<file path="src/rtl/pf_pkg.sv">
package pf_pkg;

  typedef enum logic [1:0] {
    SK_DATA = 2'd0,
    SK_CRC  = 2'd1,
    SK_MARK = 2'd2,
    SK_IDLE = 2'd3
  } slot_kind_e;

  localparam logic [7:0] K_IDLE_CODE = 8'hF7;
  localparam logic [7:0] K_MARK_CODE = 8'hFB;
  localparam logic [7:0] K_SYNC_CODE = 8'h3C;
  localparam logic [31:0] CRC_POLY   = 32'hEDB88320;

  function automatic logic [31:0] xs32_step(input logic [31:0] x);
    logic [31:0] y;
    y = x ^ (x << 13);
    y = y ^ (y >> 17);
    y = y ^ (y << 5);
    return y;
  endfunction

  function automatic logic [31:0] crc32_byte(input logic [31:0] c, input logic [7:0] b);
    logic [31:0] r;
    r = c ^ {24'h0, b};
    for (int i = 0; i < 8; i++) begin
      r = r[0] ? ((r >> 1) ^ CRC_POLY) : (r >> 1);
    end
    return r;
  endfunction

endpackage

</file>
<file path="src/rtl/pf_tribuf.sv">
module pf_tribuf #(
  parameter int PAY = 12,
  parameter int AW  = 4
) (
  input  logic          clk,
  input  logic          rst_n,
  input  logic          wr_en,
  input  logic [AW-1:0] wr_addr,
  input  logic [7:0]    wr_data,
  input  logic          commit,
  input  logic          swap_req,
  input  logic [AW-1:0] rd_addr,
  output logic [7:0]    rd_data
);

  localparam int NBANK = 3;

  logic [1:0] wr_idx_q, idle_idx_q, rd_idx_q;
  logic [1:0] wr_idx_n, idle_idx_n, rd_idx_n, tmp_idx;
  logic       pend_q, pend_n;
  logic [NBANK-1:0][7:0] bank_rd;

  // bank rotation: commit first, then packet-boundary swap
  always_comb begin
    wr_idx_n   = wr_idx_q;
    idle_idx_n = idle_idx_q;
    rd_idx_n   = rd_idx_q;
    pend_n     = pend_q;
    tmp_idx    = 2'd0;
    if (commit) begin
      wr_idx_n   = idle_idx_q;
      idle_idx_n = wr_idx_q;
      pend_n     = 1'b1;
    end
    if (swap_req && pend_n) begin
      tmp_idx    = idle_idx_n;
      idle_idx_n = rd_idx_n;
      rd_idx_n   = tmp_idx;
      pend_n     = 1'b0;
    end
  end

  always_ff @(posedge clk or negedge rst_n) begin
    if (!rst_n) begin
      wr_idx_q   <= 2'd2;
      idle_idx_q <= 2'd1;
      rd_idx_q   <= 2'd0;
      pend_q     <= 1'b0;
    end else begin
      wr_idx_q   <= wr_idx_n;
      idle_idx_q <= idle_idx_n;
      rd_idx_q   <= rd_idx_n;
      pend_q     <= pend_n;
    end
  end

  for (genvar b = 0; b < NBANK; b++) begin : g_bank
    logic [7:0] mem_q [PAY];
    logic       wen;
    assign wen = wr_en && (wr_idx_q == 2'(b)) && (int'(wr_addr) < PAY);

    always_ff @(posedge clk or negedge rst_n) begin
      if (!rst_n) begin
        for (int i = 0; i < PAY; i++) mem_q[i] <= 8'h00;
      end else if (wen) begin
        mem_q[wr_addr] <= wr_data;
      end
    end

    assign bank_rd[b] = mem_q[rd_addr];
  end

  assign rd_data = bank_rd[rd_idx_q];


  rd_hold_chk: assert property (@(posedge clk) disable iff (!rst_n)
    !swap_req |=> $stable(rd_idx_q));

  commit_flag_chk: assert property (@(posedge clk) disable iff (!rst_n)
    (commit && !swap_req) |=> pend_q);

  wr_rd_apart_chk: assert property (@(posedge clk) disable iff (!rst_n)
    (wr_idx_q != rd_idx_q) && (idle_idx_q != rd_idx_q));

endmodule

</file>
<file path="src/rtl/pf_sequencer.sv">
module pf_sequencer
  import pf_pkg::*;
#(
  parameter int PKT_BYTES   = 16,
  parameter int IDLE_EVERY  = 3,
  parameter int SYNC_RELOAD = 13,
  parameter int PW          = $clog2(PKT_BYTES + 1)
) (
  input  logic          clk,
  input  logic          rst_n,
  input  logic          adv,
  output slot_kind_e    kind,
  output logic [PW-1:0] pos,
  output logic          sync_zero
);

  localparam int PAY = PKT_BYTES - 4;
  localparam int CW  = $clog2(IDLE_EVERY);
  localparam int SW  = $clog2(SYNC_RELOAD + 1);

  logic [CW-1:0] slot_q, slot_n;
  logic [PW-1:0] pos_q, pos_n;
  logic [SW-1:0] sync_q, sync_n;

  always_comb begin
    if (slot_q == CW'(IDLE_EVERY - 1))   kind = SK_IDLE;
    else if (pos_q == PW'(PKT_BYTES))    kind = SK_MARK;
    else if (pos_q >= PW'(PAY))          kind = SK_CRC;
    else                                 kind = SK_DATA;
  end

  always_comb begin
    slot_n = slot_q;
    pos_n  = pos_q;
    sync_n = sync_q;
    if (adv) begin
      if (kind == SK_IDLE) begin
        slot_n = '0;
      end else begin
        slot_n = slot_q + 1'b1;
        if (kind == SK_MARK) begin
          pos_n  = '0;
          sync_n = (sync_q == '0) ? SW'(SYNC_RELOAD) : sync_q - 1'b1;
        end else begin
          pos_n = pos_q + 1'b1;
        end
      end
    end
  end

  always_ff @(posedge clk or negedge rst_n) begin
    if (!rst_n) begin
      slot_q <= '0;
      pos_q  <= '0;
      sync_q <= '0;
    end else begin
      slot_q <= slot_n;
      pos_q  <= pos_n;
      sync_q <= sync_n;
    end
  end

  assign pos       = pos_q;
  assign sync_zero = (sync_q == '0);


  idle_gap_chk: assert property (@(posedge clk) disable iff (!rst_n)
    (adv && kind == SK_IDLE) |=> (kind != SK_IDLE));

  idle_pos_chk: assert property (@(posedge clk) disable iff (!rst_n)
    (adv && kind == SK_IDLE) |=> $stable(pos_q) && $stable(sync_q));

  sync_range_chk: assert property (@(posedge clk) disable iff (!rst_n)
    sync_q <= SW'(SYNC_RELOAD));

  stall_hold_chk: assert property (@(posedge clk) disable iff (!rst_n)
    !adv |=> $stable(pos_q) && $stable(slot_q));

endmodule

</file>
<file path="src/rtl/pf_whitener.sv">
module pf_whitener
  import pf_pkg::*;
#(
  parameter logic [31:0] SEED = 32'h1
) (
  input  logic       clk,
  input  logic       rst_n,
  input  logic       adv,
  input  slot_kind_e kind,
  input  logic       sync_zero,
  input  logic [7:0] raw,
  input  logic [1:0] crc_sel,
  output logic [7:0] sym_data,
  output logic       sym_k
);

  localparam logic [31:0] RESEED = xs32_step(SEED);

  logic [31:0] scr_q, scr_n, scr_adv;
  logic [31:0] crc_q, crc_n, crc_fin;
  logic [7:0]  crc_b;

  assign scr_adv = xs32_step(scr_q);
  assign crc_fin = ~crc_q;
  assign crc_b   = crc_fin[8*crc_sel +: 8];

  always_comb begin
    case (kind)
      SK_IDLE: begin sym_data = K_IDLE_CODE; sym_k = 1'b1; end
      SK_MARK: begin sym_data = sync_zero ? K_SYNC_CODE : K_MARK_CODE; sym_k = 1'b1; end
      SK_CRC:  begin sym_data = crc_b ^ scr_adv[7:0]; sym_k = 1'b0; end
      default: begin sym_data = raw ^ scr_adv[7:0]; sym_k = 1'b0; end
    endcase
  end

  always_comb begin
    scr_n = scr_q;
    crc_n = crc_q;
    if (adv) begin
      case (kind)
        SK_DATA: begin scr_n = scr_adv; crc_n = crc32_byte(crc_q, raw); end
        SK_CRC:  scr_n = scr_adv;
        SK_MARK: begin
          crc_n = 32'hFFFF_FFFF;
          if (sync_zero) scr_n = RESEED;
        end
        default: ;
      endcase
    end
  end

  always_ff @(posedge clk or negedge rst_n) begin
    if (!rst_n) begin
      scr_q <= RESEED;
      crc_q <= 32'hFFFF_FFFF;
    end else begin
      scr_q <= scr_n;
      crc_q <= crc_n;
    end
  end


  reseed_chk: assert property (@(posedge clk) disable iff (!rst_n)
    (adv && kind == SK_MARK && sync_zero) |=> (scr_q == RESEED));

  scr_move_chk: assert property (@(posedge clk) disable iff (!rst_n)
    (adv && (kind == SK_DATA || kind == SK_CRC)) |=> (scr_q != $past(scr_q)));

  scr_nonzero_chk: assert property (@(posedge clk) disable iff (!rst_n)
    scr_q != 32'h0);

  idle_keeps_chk: assert property (@(posedge clk) disable iff (!rst_n)
    (adv && kind == SK_IDLE) |=> $stable(scr_q) && $stable(crc_q));

endmodule

</file>
<file path="src/rtl/sym_framer.sv">
module sym_framer
  import pf_pkg::*;
#(
  parameter int          PKT_BYTES   = 16,
  parameter int          IDLE_EVERY  = 3,
  parameter int          SYNC_RELOAD = 13,
  parameter logic [31:0] SEED        = 32'h1,
  parameter int          AW          = $clog2(PKT_BYTES - 4)
) (
  input  logic          clk,
  input  logic          rst_n,
  input  logic          wr_en,
  input  logic [AW-1:0] wr_addr,
  input  logic [7:0]    wr_data,
  input  logic          commit,
  output logic          sym_valid,
  input  logic          sym_ready,
  output logic [7:0]    sym_data,
  output logic          sym_k
);

  localparam int PAY = PKT_BYTES - 4;
  localparam int PW  = $clog2(PKT_BYTES + 1);

  logic          valid_q;
  logic          accept;
  logic          swap_req;
  slot_kind_e    kind;
  logic [PW-1:0] pos;
  logic [PW-1:0] crc_off;
  logic          sync_zero;
  logic [7:0]    raw;

  always_ff @(posedge clk or negedge rst_n) begin
    if (!rst_n) valid_q <= 1'b0;
    else        valid_q <= 1'b1;
  end

  assign sym_valid = valid_q;
  assign accept    = valid_q && sym_ready;
  assign swap_req  = accept && (kind == SK_MARK);
  assign crc_off   = pos - PW'(PAY);

  pf_sequencer #(
    .PKT_BYTES  (PKT_BYTES),
    .IDLE_EVERY (IDLE_EVERY),
    .SYNC_RELOAD(SYNC_RELOAD),
    .PW         (PW)
  ) u_seq (
    .clk      (clk),
    .rst_n    (rst_n),
    .adv      (accept),
    .kind     (kind),
    .pos      (pos),
    .sync_zero(sync_zero)
  );

  pf_tribuf #(
    .PAY(PAY),
    .AW (AW)
  ) u_buf (
    .clk     (clk),
    .rst_n   (rst_n),
    .wr_en   (wr_en),
    .wr_addr (wr_addr),
    .wr_data (wr_data),
    .commit  (commit),
    .swap_req(swap_req),
    .rd_addr (pos[AW-1:0]),
    .rd_data (raw)
  );

  pf_whitener #(
    .SEED(SEED)
  ) u_wht (
    .clk      (clk),
    .rst_n    (rst_n),
    .adv      (accept),
    .kind     (kind),
    .sync_zero(sync_zero),
    .raw      (raw),
    .crc_sel  (crc_off[1:0]),
    .sym_data (sym_data),
    .sym_k    (sym_k)
  );


  out_hold_chk: assert property (@(posedge clk) disable iff (!rst_n)
    (sym_valid && !sym_ready) |=> $stable(sym_data) && $stable(sym_k));

  valid_up_chk: assert property (@(posedge clk) disable iff (!rst_n)
    sym_valid |=> sym_valid);

endmodule

</file>
<file path="config.mk">
export PLATFORM = sky130hd
export DESIGN_NAME = sym_framer
export DESIGN_NICKNAME = d
export VERILOG_FILES = /design/src/rtl/pf_pkg.sv /design/src/rtl/pf_tribuf.sv /design/src/rtl/pf_sequencer.sv /design/src/rtl/pf_whitener.sv /design/src/rtl/sym_framer.sv
export SDC_FILE = /design/constraint.sdc
export NUM_CORES = 1
export LEC_CHECK = 0
export ABC_AREA = 1
export BUFFER_PORTS_ARGS = -buffer_cell sky130_fd_sc_hd__buf_2
export CAP_MARGIN = 15
export CORE_MARGIN = 10
export CORE_UTILIZATION = 50
export DETAILED_ROUTE_END_ITERATION = 6
export GPL_ROUTABILITY_DRIVEN = 1
export HOLD_SLACK_MARGIN = 0.1
export PLACE_DENSITY = 0.7
export RECOVER_POWER = 50
export SYNTH_ARGS = -nofsm -noshare
export SYNTH_HDL_FRONTEND = slang
export SYNTH_SLANG_ARGS = --single-unit
</file>
<file path="constraint.sdc">
create_clock -name clk -period 3.3 [get_ports clk]
set_input_delay 0 -clock clk [delete_from_list [all_inputs] [get_ports clk]]
set_output_delay 0 -clock clk [all_outputs]
set_load 0.005 [all_outputs]
</file>
### Word-level counts from Yosys, hierarchy flattened

Cells that the tools add are included.

| cells by class | value |
|---|---|
| equal/unequal tests | 8 |
| bitwise operators | 18 |
| shift-type cells | 1 |
| reduce and logical (&&, ||, !) cells | 21 |
| order comparisons | 6 |
| muxes and demuxes | 40 |
| add/subtract/negate cells | 4 |

Operators with widths:

| kind | number |
|---|---|
| 96-bit bitwise mux | 3 |
| 32-bit 2-to-1 mux | 9 |
| 32-bit case mux with 2 select lines | 2 |
| 13-bit inverter with 14-bit output | 8 |
| 8-bit binary-select mux with 4-bit select | 3 |
| 8-bit 2-to-1 mux | 9 |
| 32-bit bitwise XOR | 2 |
| 8-bit demux with 4-bit select | 1 |
| 32-bit inverter | 1 |
| 32-bit by 6-bit indexed part select with 8-bit output | 1 |
| 32-bit by 15-bit bitwise XOR with 32-bit output | 1 |
| 32-bit by 8-bit bitwise XOR with 32-bit output | 1 |
| 8-bit case mux with 3 select lines | 1 |
| 8-bit binary-select mux with 2-bit select | 1 |
| 8-bit bitwise XOR | 2 |
| 5-bit greater-or-equal comparator, second input constant | 2 |
| 1-bit logical AND | 10 |
| 2-bit 2-to-1 mux | 5 |
| 4-bit inverter with 5-bit output | 2 |
| 2-bit equality test, second input constant | 4 |
| 3-bit AND reduction | 2 |
| 5-bit by 1-bit adder with 5-bit output, second input constant | 1 |
| 5-bit equality test, second input constant | 1 |
| 5-bit by 4-bit greater-or-equal comparator with 1-bit output, second input constant | 1 |
| other kinds (17) | 25 |

| storage, ports and cells | value |
|---|---|
| input port bits | 17 |
| word-level logic and storage cells | 144 |
| register bits | 371 |
| output and inout port bits | 10 |

### Logic depth before layout (Yosys ltp)

Gate-level depths: netlist of the first run.

| depth | value |
|---|---|
| depth after elaboration | 24 |
| gate-level depth with buffers | 23 |
| depth with buffers taken out | 22 |

### Modules after synthesis

From an unflattened synthesis of the first run, not the netlist that was laid out.

| second synthesis, totals | value |
|---|---|
| cell total of the unflattened synthesis | 2534 |
| area total of the unflattened synthesis | 19837.8 µm² |

By module, submodules not included:

| module | cells each | instances | area each (µm²) | seq. area each (µm²) |
|---|---|---|---|---|
| pf_tribuf | 1778 | 1 | 14426.3 | 7384.6 |
| pf_whitener | 675 | 1 | 4727.0 | 1646.6 |
| pf_sequencer | 74 | 1 | 636.9 | 275.3 |
| sym_framer | 7 | 1 | 47.5 | 25.0 |

### Worst setup path before layout of the first run

OpenSTA, ideal clock, no wires.

| timing path | value |
|---|---|
| path type | register -> output |
| start | register u_seq.pos_q[0], in the netlist u_seq.pos[0] |
| end | output port sym_data[3] |
| arrival | 2653 ps |
| cell stages (with the launch flop) | 16 |
| setup slack | 647 ps |
| path buffers | 4 |
| data required time | 3300 ps |
| path through | dfrtp_1 > inv_2 > buf_4 > buf_2 > buf_1 > ha_1 > nand3_1 > inv_1 > nor2_1 > inv_1 > nor2_1 > buf_4 > o221ai_1 > nand3_1 > nand2_1 > o21ai_0 |

| between the ends | value |
|---|---|
| longest elaborated chain between the ends | 8 |
| elaborated cells on any way between the ends | 25 |
| classes of those cells | 1 x add/sub; 1 x order compare; 4 x eq/ne; 1 x shift; 15 x mux; 3 x bitwise |

RTL lines:

| what | RTL line | text |
|---|---|---|
| from (decl) | pf_sequencer.sv:22 | `logic [PW-1:0] pos_q, pos_n;` |
| from (signal assigned) | pf_sequencer.sv:58 | `pos_q <= pos_n;` |
| 4-bit inverter with 5-bit output (not written as such) | pf_tribuf.sv:70 | `assign bank_rd[b] = mem_q[rd_addr];` |
| 8-bit binary-select mux with 4-bit select | pf_tribuf.sv:70 |  |
| 8-bit 2-to-1 mux (not written as such) (2 in a row) | pf_tribuf.sv:70 |  |
| 8-bit binary-select mux with 2-bit select | pf_tribuf.sv:73 | `assign rd_data = bank_rd[rd_idx_q];` |
| 8-bit 2-to-1 mux (not written as such) | pf_tribuf.sv:73 |  |
| 8-bit bitwise XOR | pf_whitener.sv:32 | `default: begin sym_data = raw ^ scr_adv[7:0]; sym_k = 1'b0; end` |
| 8-bit case mux with 3 select lines * | pf_whitener.sv:28 | `case (kind)` |
| to (decl) | sym_framer.sv:18 | `output logic [7:0] sym_data,` |

Every way passes the cells marked *; elsewhere a longest branch is shown, timed or not. The select of a mux whose other input is x is not followed.

### Final worst setup path of the first run

| timing path | value |
|---|---|
| start | register u_seq.pos_q[0], in the netlist u_seq.pos[0] |
| end | output port sym_data[5] |

The elaborated chain is that of the path after synthesis.

==> impl_metrics.yaml, run 1 <==
worst_setup_path:
  rrSetupSlack_ns: 0.38
  slowest_delay_ns: 0.54
  cp_slowest_cell: "dfrtp_4"
  critical_path_class: "reg2out"
  cp_cell_sequence: "inv_8, buf_6, ha_1, nand3_1, inv_1, nor2_1, inv_2, nor2_4, clkbuf_4, buf_4, a31oi_2, o21ai_0, a21o_1, buf_2"
  critPathArrivalTime_ns: 3.14
  r2r_end: "u_wht.crc_q[17]"
  rr_worst_depth: 23
  cp.buffers_inverters: 7
  r2r-start: "u_seq.pos[0]"
  critPathTopFamily: "buffers and inverters"
  cp.required_ns: 3.30
  startpoint_type: "flop"
  cp-startpoint: "u_seq.pos[0]"
  worstSetupEndpointType: "primary output"
  path_max_fanout: 14
die:
  die_y_um: 214
  start_util_pct: 50.4
  top_level_ports: 27
  die_w_um: 214
  core_mm2: 0.0374
  rows: 71
  dieArea_mm2: 0.0458
detailed_routing:
  drtPass1Iterations: 5
  antenna_left: 0
  drc: 0
  drt_iter0_markers: 1902
  wire_per_inst_um: 18.2
  drt-total-wl_um: 54800
  vias_per_cell: 5.49
  vias: 16558
pwr:
  ir_drop_uv: 513
  power.total_w: 0.0227
  p_leak_nw: 10.0
  pwr_density_cell_mw_per_mm2: 1070
sta:
  tns_ns: 0
  period_needed_ns: 3.14
  finalHoldViolCount: 0
  fmax_mhz: 318
  tightest_slew_ns: 1.71
  fin_ws_ns: 0.156
  rsz0062_at_grt: "no"
  setup_violations: 0
  slew_viol_final: 195
  finalCritPeriodShare_pct: 95.3
  fin_skew_ns: 0.0196
  slew_headroom_pct: -14.1
yosys:
  yosys.area_share.simple_pct: 25.7
  synth_top_family_by_area: "simple AND/OR/NAND/NOR gates"
  ys_seq_area_share_pct: 49.5
  yosysUniqueCellTypes: 40
  synth-adder-area-share_pct: 0.133
  synth-seq-cells: 371
  yosys_warnings: 0
  syn-num-nets: 2479
  synth_largest_area_cell: "dfrtp_1"
  synth_compound_area_share_pct: 13.9
  synthCells: 2460
  synth_area_mm2: 0.0188
  yosys.area_share.xor_xnor_pct: 3.94
  netlist_top_cells_area: "dfrtp_1 (44%), nand2_1 (16%), o21ai_0 (9.7%), dfstp_2 (5.3%), nand3_1 (4.5%)"
  muxShareOfSynthArea_pct: 0
  synth_area_per_cell_um2: 7.66
  synth_top_area_share_pct: 44.2
global_route:
  grt.overflow.total: 0
  track_usage_pct: 23.6
  grt_util_met1_pct: 33.8
  grt_pass1_wl_um: 88100
  antenna_found_initial: 2
  grt.busiest_layer: "met2"
  met2_usage_pct: 36.2
  grt_max_degree: 118
  use_met3_pct: 4.22
  first_global_vias: 15556
final_layout:
  final_util_pct: 56.5
  diodes: 0
  area_delta_synth_final_pct: 12.1
  layout-drive-gt1-share_pct: 9.42
  nets: 2490
  fillers: 3419
hold_path:
  hold_path_class: "in2reg"
  hold_depth: 7
  hold-path-endpoint: "u_buf.g_bank[0].mem_q[25]"
  min_from: "wr_addr[2]"
placement:
  place_ws_ns: 0.345
  io_buffers: 26
  dp_hpwl_um: 35500
  gp_congestion: 0.913
clocking:
  cts_tree: "built"
  insertion_delay_ns: 0.58
  clk_pin_slew_ns: 0.06
  cts_root_buf: "clkbuf_16"
  cts_sinks: 371
  h-tree-depth: 2
  cts.path.max_buffers: 3
  cts_buffers: 42
outcome:
  violations: "capacitance limit, slew limit"
  outcome: "complete, but fails checks"
flow_run:
  drv_cap: 2
## state kept, by name, summed over array words and instances, names as in the netlist
| name | count |
|---|---|
| sym_valid | 1 |
| u_seq.sync_q | 4 |
| u_buf.g_bank.mem_q | 288 |
| u_buf.rd_idx_q | 2 |
| u_buf.wr_idx_q | 2 |
| u_wht.crc_q | 32 |
| u_seq.pos | 5 |
| u_buf.pend_q | 1 |
| u_seq.slot_q | 2 |
| u_wht.scr_q | 32 |
| u_buf.idle_idx_q | 2 |
## synthesized netlist by cell type
cell,number
nor4_1,3
buf_4,17
a31oi_1,4
o21ai_2,3
o221ai_1,3
nor2_1,186
and3_1,1
xnor2_1,46
xor2_2,1
a32o_1,1
nor3b_1,1
a21o_1,1
buf_6,12
ha_1,2
xor2_1,37
clkinv_1,2
buf_2,27
nand3_1,168
nand4_1,1
dfrtp_1,333
buf_1,5
nand2_2,18
nand2_4,1
nand3b_1,1
dfstp_2,38
nand3_2,1
nor3_1,9
or2_2,6
clkbuf_1,72
a21oi_1,84
conb_1,1
or2_0,1
o22ai_1,24
o21ai_1,14
o21ai_0,364
inv_1,150
nand2_1,810
o211ai_1,5
inv_2,4
o21bai_1,3
## power by group
group	internal [W]	total [W]	switching, W	leakage [nW]
sequential	0.00618	0.00719	0.00101	4.73
clock	0.00277	0.00469	0.00192	0.664
combinational	0.00393	0.0108	0.00688	4.65
total	0.0129	0.0227	0.00982	10.0
## worst max path at each step
stage                            endpoint  slack, ns  cells after the start
after global routing          sym_data[6]       0.02                     12
final                         sym_data[5]       0.16                     14
after floorplan               sym_data[3]       0.65                     15
after detailed placement  u_wht.crc_q[20]       0.34                     17
after global placement    u_wht.crc_q[20]       0.41                     21
after CTS                     sym_data[1]       0.03                     14
## worst min-delay path: stages
cell and delay (ns):
buf_2 0.11, nor2_1 0.05, inv_1 0.15, nor3_1 0.10, buf_4 0.20, nor2_1 0.10, a21oi_1 0.04
## per-stage QoR
stage / area [um2] / cells / hold WS [ns]
6_report: 21100 / 3015 / 0.210
2_1_floorplan: 18800 / 2460 / -0.296
5_1_grt: 21100 / 3015 / 0.228
4_1_cts: 21000 / 3009 / 0.171
3_3_place_gp: 19500 / 2918 / -0.0467
3_5_place_dp: 19500 / 2918 / -0.0450
## per-layer routing
| metal | share of wire (%) | up-vias |
|---|---|---|
| met3 | 7.7 | 80 |
| met5 | 0.022 | - |
| met1 | 45 | 7911 |
| li1 | - | 7941 |
| met4 | 1.9 | 2 |
| met2 | 45 | 624 |
## repair_timing
| action | 4_1_cts | 5_1_grt |
|---|---|---|
| endpoints found under the hold margin | 466 | 12 |
| gates resized for setup | 3 | 20 |
| pin swaps | 0 | 1 |
| setup endpoints to repair | 6 | 8 |
| gates cloned | 0 | 1 |
| hold buffers | 12 | 1 |
| buffers inserted | 2 | 2 |
## final cells by class
cell class                      count  area (um2)  share of cell area, %
Timing Repair Buffer              100         856                   4.05
Clock buffer                       68        1260                   5.97
Tap cell                          511         639                   3.03
Inverter                          156         593                   2.81
Multi-Input combinational cell   1800        8330                   39.4
Clock inverter                      9         104                  0.492
Sequential cell                   371        9340                   44.2
## cells in the final DEF, fill, tap and decap left out, drive strengths merged
master	n
nand2	829
o21ai	381
dfrtp	333
nor2	186
nand3	169
inv	155
a21oi	84
buf	81
clkbuf	75
xnor2	46
xor2	38
dfstp	38
o22ai	24
dlygate4sd3	12
nor3	9
or2	7
clkinv	7
o211ai	5
a31oi	4
o221ai	3
o21bai	3
nor4	3
ha	2
bufinv	2
a21o	1
a32o	1
nor3b	1
nand4	1
nand3b	1
and3	1
clkinvlp	1
conb	1
## cells by family (layout without fill, tap and decap cells)
kind of cell             Yosys count  after routing
buffers and inverters            289            333
adder cells (fa/ha/maj)            2              2
other                              1              1
flip-flops                       371            371
XOR/XNOR                          84             84
AND/OR/NAND/NOR                 1207           1207
AO/OA/AOI/OAI                    506            506
(Power assumes the default switching activity.)
==> run 2, diff against run 1 <==
--- a/config.mk
+++ b/config.mk
@@ -8,7 +8,6 @@
 export ABC_AREA = 1
 export BUFFER_PORTS_ARGS = -buffer_cell sky130_fd_sc_hd__buf_2
 export CAP_MARGIN = 15
-export CORE_MARGIN = 10
 export CORE_UTILIZATION = 50
 export DETAILED_ROUTE_END_ITERATION = 6
 export GPL_ROUTABILITY_DRIVEN = 1
==> run 2 against run 1 <==
  * Core utilization increased by 1.3 points
  * Count of clock-buffer cells in the layout down 5
  * The run still ends with capacitance limit, slew limit left
  * Worst setup slack worse by 0.064 ns
  * Hold slack worse by 0.021 ns
==> impl_metrics.yaml, run 2 (synthesis results as in run 1) <==
worst_setup_path:
  cp_cell_sequence: "inv_8, buf_6, ha_1, nand3_1, inv_1, nor2_1, buf_4, inv_1, nor2_1, buf_6, a21oi_2, a31oi_2, nor2_1, o21ai_0, buf_2"
  critPathTopFamily: "buffers and inverters"
  path_max_fanout: 15
  critical_path_class: "reg2out"
  cp.buffers_inverters: 7
  r2r-start: "u_seq.pos[0]"
  cp.required_ns: 3.30
  rr_worst_depth: 18
  slowest_delay_ns: 0.49
  crit_path_frequent_cell: "nor2_1"
  rrSetupSlack_ns: 0.33
  critPathArrivalTime_ns: 3.21
  r2r_end: "u_wht.crc_q[20]"
  startpoint_type: "flop"
  worstSetupEndpointType: "primary output"
  cp_slowest_cell: "dfrtp_4"
placement:
  placed_area_mm2: 0.0196
  gp_congestion: 0.941
  io_buffers: 26
  dp_hpwl_um: 34200
clocking:
  cts_buffers: 42
  cts.path.max_buffers: 3
  cts_setup_buffers: 0
  h-tree-depth: 2
  cts_sinks: 371
  cts_root_buf: "clkbuf_16"
  cts_tree: "built"
  clk_pin_slew_ns: 0.06
  insertion_delay_ns: 0.57
flow_run:
  drv_cap: 2
pwr:
  ir_drop_uv: 517
  p_leak_nw: 10.1
  pwr_density_cell_mw_per_mm2: 1080
final_layout:
  nets: 2496
  fillers: 3314
  top_regs: "u_buf.g_bank.mem_q x288, u_wht.crc_q x32, u_wht.scr_q x32"
  regArea_mm2: 0.00934
  diodes: 0
  final_area_mm2: 0.0213
  most-common-layout-cells: "nand2_1 (809), o21ai_0 (360), dfrtp_1 (331)"
  multiInputGateArea_mm2: 0.00830
  final_util_pct: 57.7
  mostFrequentLayoutCell: "nand2_1"
  largest_reg_flops: 288
  layout-drive-gt1-share_pct: 9.60
  largest-register: "u_buf.g_bank.mem_q"
  area_delta_synth_final_pct: 13.0
die:
  die_y_um: 196
  die_w_um: 196
  core_mm2: 0.0369
  top_level_ports: 27
  start_util_pct: 51.1
  dieArea_mm2: 0.0385
  rows: 70
global_route:
  met2_usage_pct: 43.7
  use_met3_pct: 5.36
  grt_util_met1_pct: 40.6
  grt.busiest_layer: "met2"
  grt.overflow.total: 0
  first_global_vias: 15822
  antenna_found_initial: 0
  grt_pass1_wl_um: 86100
  track_usage_pct: 28.3
  grt_max_degree: 89
detailed_routing:
  wire_per_inst_um: 17.5
  antenna_left: 0
  drt-total-wl_um: 52900
  drtPass1Iterations: 5
  vias_per_cell: 5.47
  drc: 0
  vias: 16478
  drt_iter0_markers: 1529
hold_path:
  hold_path_class: "in2reg"
  hold_depth: 7
  min_from: "wr_addr[0]"
  hold-path-endpoint: "u_buf.g_bank[0].mem_q[78]"
sta:
  rsz0062_at_grt: "yes"
  slew_headroom_pct: -18.5
  period_needed_ns: 3.21
  finalCritPeriodShare_pct: 97.2
  tightest_slew_ns: 1.78
  setup_violations: 0
  slew_viol_final: 129
  fin_skew_ns: 0.0162
  finalHoldViolCount: 0
  fmax_mhz: 312
outcome:
  violations: "capacitance limit, slew limit"
  outcome: "complete, but fails checks"
==> run 2: changes by cell type in the layout (fill, tap and decap cells not counted), sizes merged <==
| cell | change |
|---|---|
| bufinv | +3 |
| clkinv | +2 |
| buf | +1 |
| clkbuf | -1 |
| clkinvlp | +1 |
| dlygate4sd3 | +1 |
==> run 2: worst max-delay path by stage <==
stage                            start         endpoint  slack, ns  cells after the start
after floorplan           u_seq.pos[0]      sym_data[3]       0.65                     15
after global placement    u_seq.pos[0]  u_wht.crc_q[21]       0.37                     20
after CTS                 u_seq.pos[0]      sym_data[0]       0.01                     15
after global routing      u_seq.pos[0]      sym_data[1]      -0.04                     17
final                     u_seq.pos[0]      sym_data[6]       0.09                     15
after detailed placement  u_seq.pos[0]  u_wht.crc_q[21]       0.36                     20
==> run 2: metal layers <==
metal  wire length (um)  up-vias
met1              24500     7896
met5                  0        -
met3               3560       91
met2              23600      546
li1                   -     7945
met4               1230        0
==> run 2: report_power, final <==
group	leakage (nW)	switching (W)	total, W	internal (W)
sequential	4.73	0.000999	0.00717	0.00618
clock	0.747	0.00195	0.00508	0.00313
combinational	4.66	0.00679	0.0107	0.00393
==> run 2: repair_timing <==
item / in CTS / in global routing
hold buffers: 13 / 0
hold endpoints to repair: 367 / 0
gates resized for setup: 3 / 16
setup endpoints to repair: 5 / 8
pin swaps: 0 / 1
==> run 2: worst reg2reg max path: stages (launching register included) <==
cell and delay (ns):
dfrtp_4 0.54, inv_8 0.15, buf_12 0.20, buf_4 0.18
o21ai_0 0.08, o22ai_1 0.28, nand2_1 0.09, nand3_1 0.14
nand2_1 0.14, nand2_1 0.14, nand2_1 0.05, nand2_1 0.11
nand2_1 0.08, nand2_2 0.17, nand2_1 0.11, nand2_1 0.13
nand2_2 0.10, a21oi_1 0.16, nor2_1 0.06
==> run 2: layout make-up <==
class	instances	area share [%]
multi-input combinational	1800	39.0
clock inverter	15	1.01
inverter	156	2.79
clock buffer	63	6.12
timing repair buffer	106	4.28
sequential	371	43.9
tap	504	2.96
==> run 2: stage by stage <==
| stage | TNS (ns) | total power, W | setup slack, ns | hold slack, ns | cells |
|---|---|---|---|---|---|
| after floorplan | 0 | 0.0146 | 0.647 | -0.296 | 2460 |
| after global placement | 0 | 0.0174 | 0.367 | 0.0804 | 2921 |
| after detailed placement | 0 | 0.0176 | 0.363 | 0.0867 | 2922 |
| after CTS | 0 | 0.0228 | 0.0148 | 0.154 | 3013 |
| after global routing | -0.131 | 0.0247 | -0.0385 | 0.218 | 3015 |
| final | 0 | 0.0230 | 0.0919 | 0.189 | 3015 |
==> run 3, diff against run 2 <==
--- a/config.mk
+++ b/config.mk
@@ -5,7 +5,7 @@
 export SDC_FILE = /design/constraint.sdc
 export NUM_CORES = 1
 export LEC_CHECK = 0
-export ABC_AREA = 1
+export ABC_AREA = 0
 export BUFFER_PORTS_ARGS = -buffer_cell sky130_fd_sc_hd__buf_2
 export CAP_MARGIN = 15
 export CORE_UTILIZATION = 50
==> run 3 against run 2 <==
  * Worst setup slack got worse by 0.024 ns
  * Highest routed layer unchanged
  * Total power rose by 10%
  * First-iteration DRC count fell by 37%
  * Design area fell by 1.0%
  * Cell count fell by 34%
  * Die area fell by 1.5%
  * Flip-flop and latch count did not move
  * Via count fell by 28%
  * Critical endpoint is now u_wht.crc_q[7]
  * The flow still finishes with violations (capacitance limit, slew limit)
  * Largest power group unchanged
  * Core utilization fell by 0.17 points
  * Largest cell class unchanged
  * Non-clock buffer count rose by 5
  * Area after synthesis fell by 1.5%
  * Critical path type is now reg2reg
  * Critical path depth fell by 4
==> impl_metrics.yaml, run 3 <==
final_layout:
  fin_cells: 1996
  top_regs: "u_buf.g_bank.mem_q x288, u_wht.crc_q x32, u_wht.scr_q x32"
  area_delta_synth_final_pct: 13.6
  diodes: 0
  nets: 1514
  final_util_pct: 57.6
  mostFrequentLayoutCell: "dfrtp_1"
  layout-drive-gt1-share_pct: 37.3
  largest-register: "u_buf.g_bank.mem_q"
  fillers: 2930
  most-common-layout-cells: "dfrtp_1 (330), mux2_2 (291), xnor2_1 (83)"
  largest_reg_flops: 288
yosys:
  netlist_top_cells_count: "dfrtp_1 (333), mux2_2 (291), xnor2_1 (86)"
  synthCells: 1422
  synth_top_area_share_pct: 44.9
  synthArstFlopShare_pct: 100
  synth_enable_flop_cells: 0
  netlist_top_cells_area: "dfrtp_1 (45%), mux2_2 (18%), dfstp_2 (5.4%), mux2i_1 (4.5%), xnor2_1 (4.1%)"
  synth_area_per_cell_um2: 13.1
  ys_seq_area_share_pct: 50.3
  synth_area_mm2: 0.0186
  syn-num-nets: 1441
  ys.flop_type: "dfrtp_1"
  synth_largest_area_cell: "dfrtp_1"
  yosys_warnings: 0
  yosysUniqueCellTypes: 64
  synth_most_common_cell: "dfrtp_1"
  synth-seq-cells: 371
worst_setup_path:
  r2r_end: "u_wht.crc_q[7]"
  cp.required_ns: 3.78
  path_max_fanout: 13
  startpoint_type: "flop"
  r2r-start: "u_seq.pos[0]"
  rr_worst_depth: 11
  worstSetupEndpointType: "flop"
  critical_path_class: "reg2reg"
  critPathArrivalTime_ns: 3.71
  rrSetupSlack_ns: 0.07
pwr:
  ir_drop_uv: 917
  p_switching_w: 0.00958
  power.total_w: 0.0253
  pwr_density_cell_mw_per_mm2: 1200
  power_frac_comb_pct: 54.0
  p_clk_share_pct: 18.3
  internal_power_w: 0.0158
  pwr-share-seq_pct: 27.7
  p_leak_nw: 9.68
  swShare_pct: 37.8
clocking:
  cts_buffers: 42
  cts.path.max_buffers: 3
  cts_tree: "built"
  h-tree-depth: 2
  insertion_delay_ns: 0.56
  clk_pin_slew_ns: 0.06
  cts_root_buf: "clkbuf_16"
  cts_sinks: 371
sta:
  period_needed_ns: 3.23
  fin_skew_ns: 0.0246
  slew_headroom_pct: -20.3
  rsz0062_at_grt: "yes"
  finalCritPeriodShare_pct: 98.0
  finalHoldViolCount: 0
  setup_violations: 0
  slew_viol_final: 221
  whs_ns: 0.144
  tightest_slew_ns: 1.80
  fmax_mhz: 309
global_route:
  grt.overflow.total: 0
  antenna_found_initial: 0
  track_usage_pct: 24.2
  grt_pass1_wl_um: 71200
  grt_max_degree: 117
  first_global_vias: 12133
die:
  core_mm2: 0.0366
  dieArea_mm2: 0.0379
  rows: 70
  die_w_um: 195
  start_util_pct: 50.7
  top_level_ports: 27
  die_y_um: 195
placement:
  io_buffers: 26
  placedCellCount: 1904
  gp_congestion: 0.852
  dp_hpwl_um: 29100
hold_path:
  hold-path-endpoint: "u_buf.g_bank[0].mem_q[24]"
  min_from: "wr_addr[1]"
  hold_depth: 4
  hold_path_class: "in2reg"
detailed_routing:
  vias_per_cell: 5.91
  drc: 0
  drt_iter0_markers: 961
  drt-total-wl_um: 44500
  antenna_left: 0
  wire_per_inst_um: 22.3
  drtPass1Iterations: 6
  vias: 11795
flow_run:
  drv_cap: 3
outcome:
  outcome: "complete, but fails checks"
  violations: "capacitance limit, slew limit"
[run 3: what timing repair did]
action | 4_1_cts | 5_1_grt
hold buffers | 5 | 0
hold endpoints to repair | 253 | 0
gates resized for setup | 15 | 20
gates cloned | 1 | 1
setup buffers | 5 | 4
pin swaps | 1 | 2
setup endpoints to repair | 15 | 23
[run 3: cells by family (layout without fill, tap and decap cells)]
logic type	Yosys count	count (layout)	synth area share [%]
xor gates and xnor gates	145	145	7.77
DFF	371	371	50.3
AOI/OAI and AO/OA	173	173	5.98
other	1	1	0.0202
and+or+nand+nor	228	228	5.78
muxes	415	415	27.4
buffers and inverters	87	193	2.63
adders and majority gates	2	2	0.135
[run 3: worst max path at each step]
stage | slack [ns] | end | cells past startpoint | startpoint
global route | -0.05 | u_wht.crc_q[7] | 12 | u_seq.pos[0]
global placement | -0.05 | u_wht.crc_q[22] | 11 | u_seq.pos[0]
detailed placement | -0.06 | u_wht.crc_q[22] | 11 | u_seq.pos[0]
floorplan | 0.12 | sym_data[0] | 16 | u_seq.pos[0]
CTS | 0.02 | u_wht.crc_q[7] | 12 | u_seq.pos[0]
finish | 0.07 | u_wht.crc_q[7] | 11 | u_seq.pos[0]
[run 3: layout make-up]
class / instances / area, um2 / share of cell area, %
flip-flops and latches: 371 / 9340 / 44.3
multi-input cells: 964 / 8840 / 41.9
clock buffers: 60 / 1220 / 5.79
repair buffers: 111 / 903 / 4.29
well taps: 468 / 586 / 2.78
clock inverters: 17 / 171 / 0.813
inverters: 5 / 20.0 / 0.0950
[run 3: metrics by stage]
step                instance area [um2]  TNS (ns)  setup slack, ns
global placement                  19400   -0.0653          -0.0505
floorplan                         18600         0            0.123
CTS                               21000         0           0.0178
global route                      21100    -0.185          -0.0471
finish                            21100         0           0.0676
detailed placement                19400    -0.118          -0.0582
[run 3: per-layer routing]
metal	GRT usage, %	part of all wire, %	vias up
li1	-	-	5287
met1	35.3	46	6162
met2	38.1	47	285
met3	3.37	4.8	61
met4	5.97	1.9	0
met5	0	0	-
[run 3: critical path, cell delays in order, from the launching register on]
cell and delay, ns:
dfrtp_4 0.45, buf_8 0.18, buf_4 0.25, mux4_1 0.64, o221ai_1 0.29, o31ai_4 0.18, xor2_4 0.20, xnor2_4 0.19
buf_4 0.16, xnor2_2 0.26, xor2_1 0.19, o22a_1 0.16
[run 3: power groups by stage]
stage	clock network [W]	logic [W]	registers (W)
6_report	0.00465	0.0137	0.00701
5_1_grt	0.00494	0.0147	0.00718
4_1_cts	0.00475	0.0132	0.00699
3_5_place_dp	0	0.0128	0.00709
3_3_place_gp	0	0.0127	0.00703
2_1_floorplan	0	0.00981	0.00667
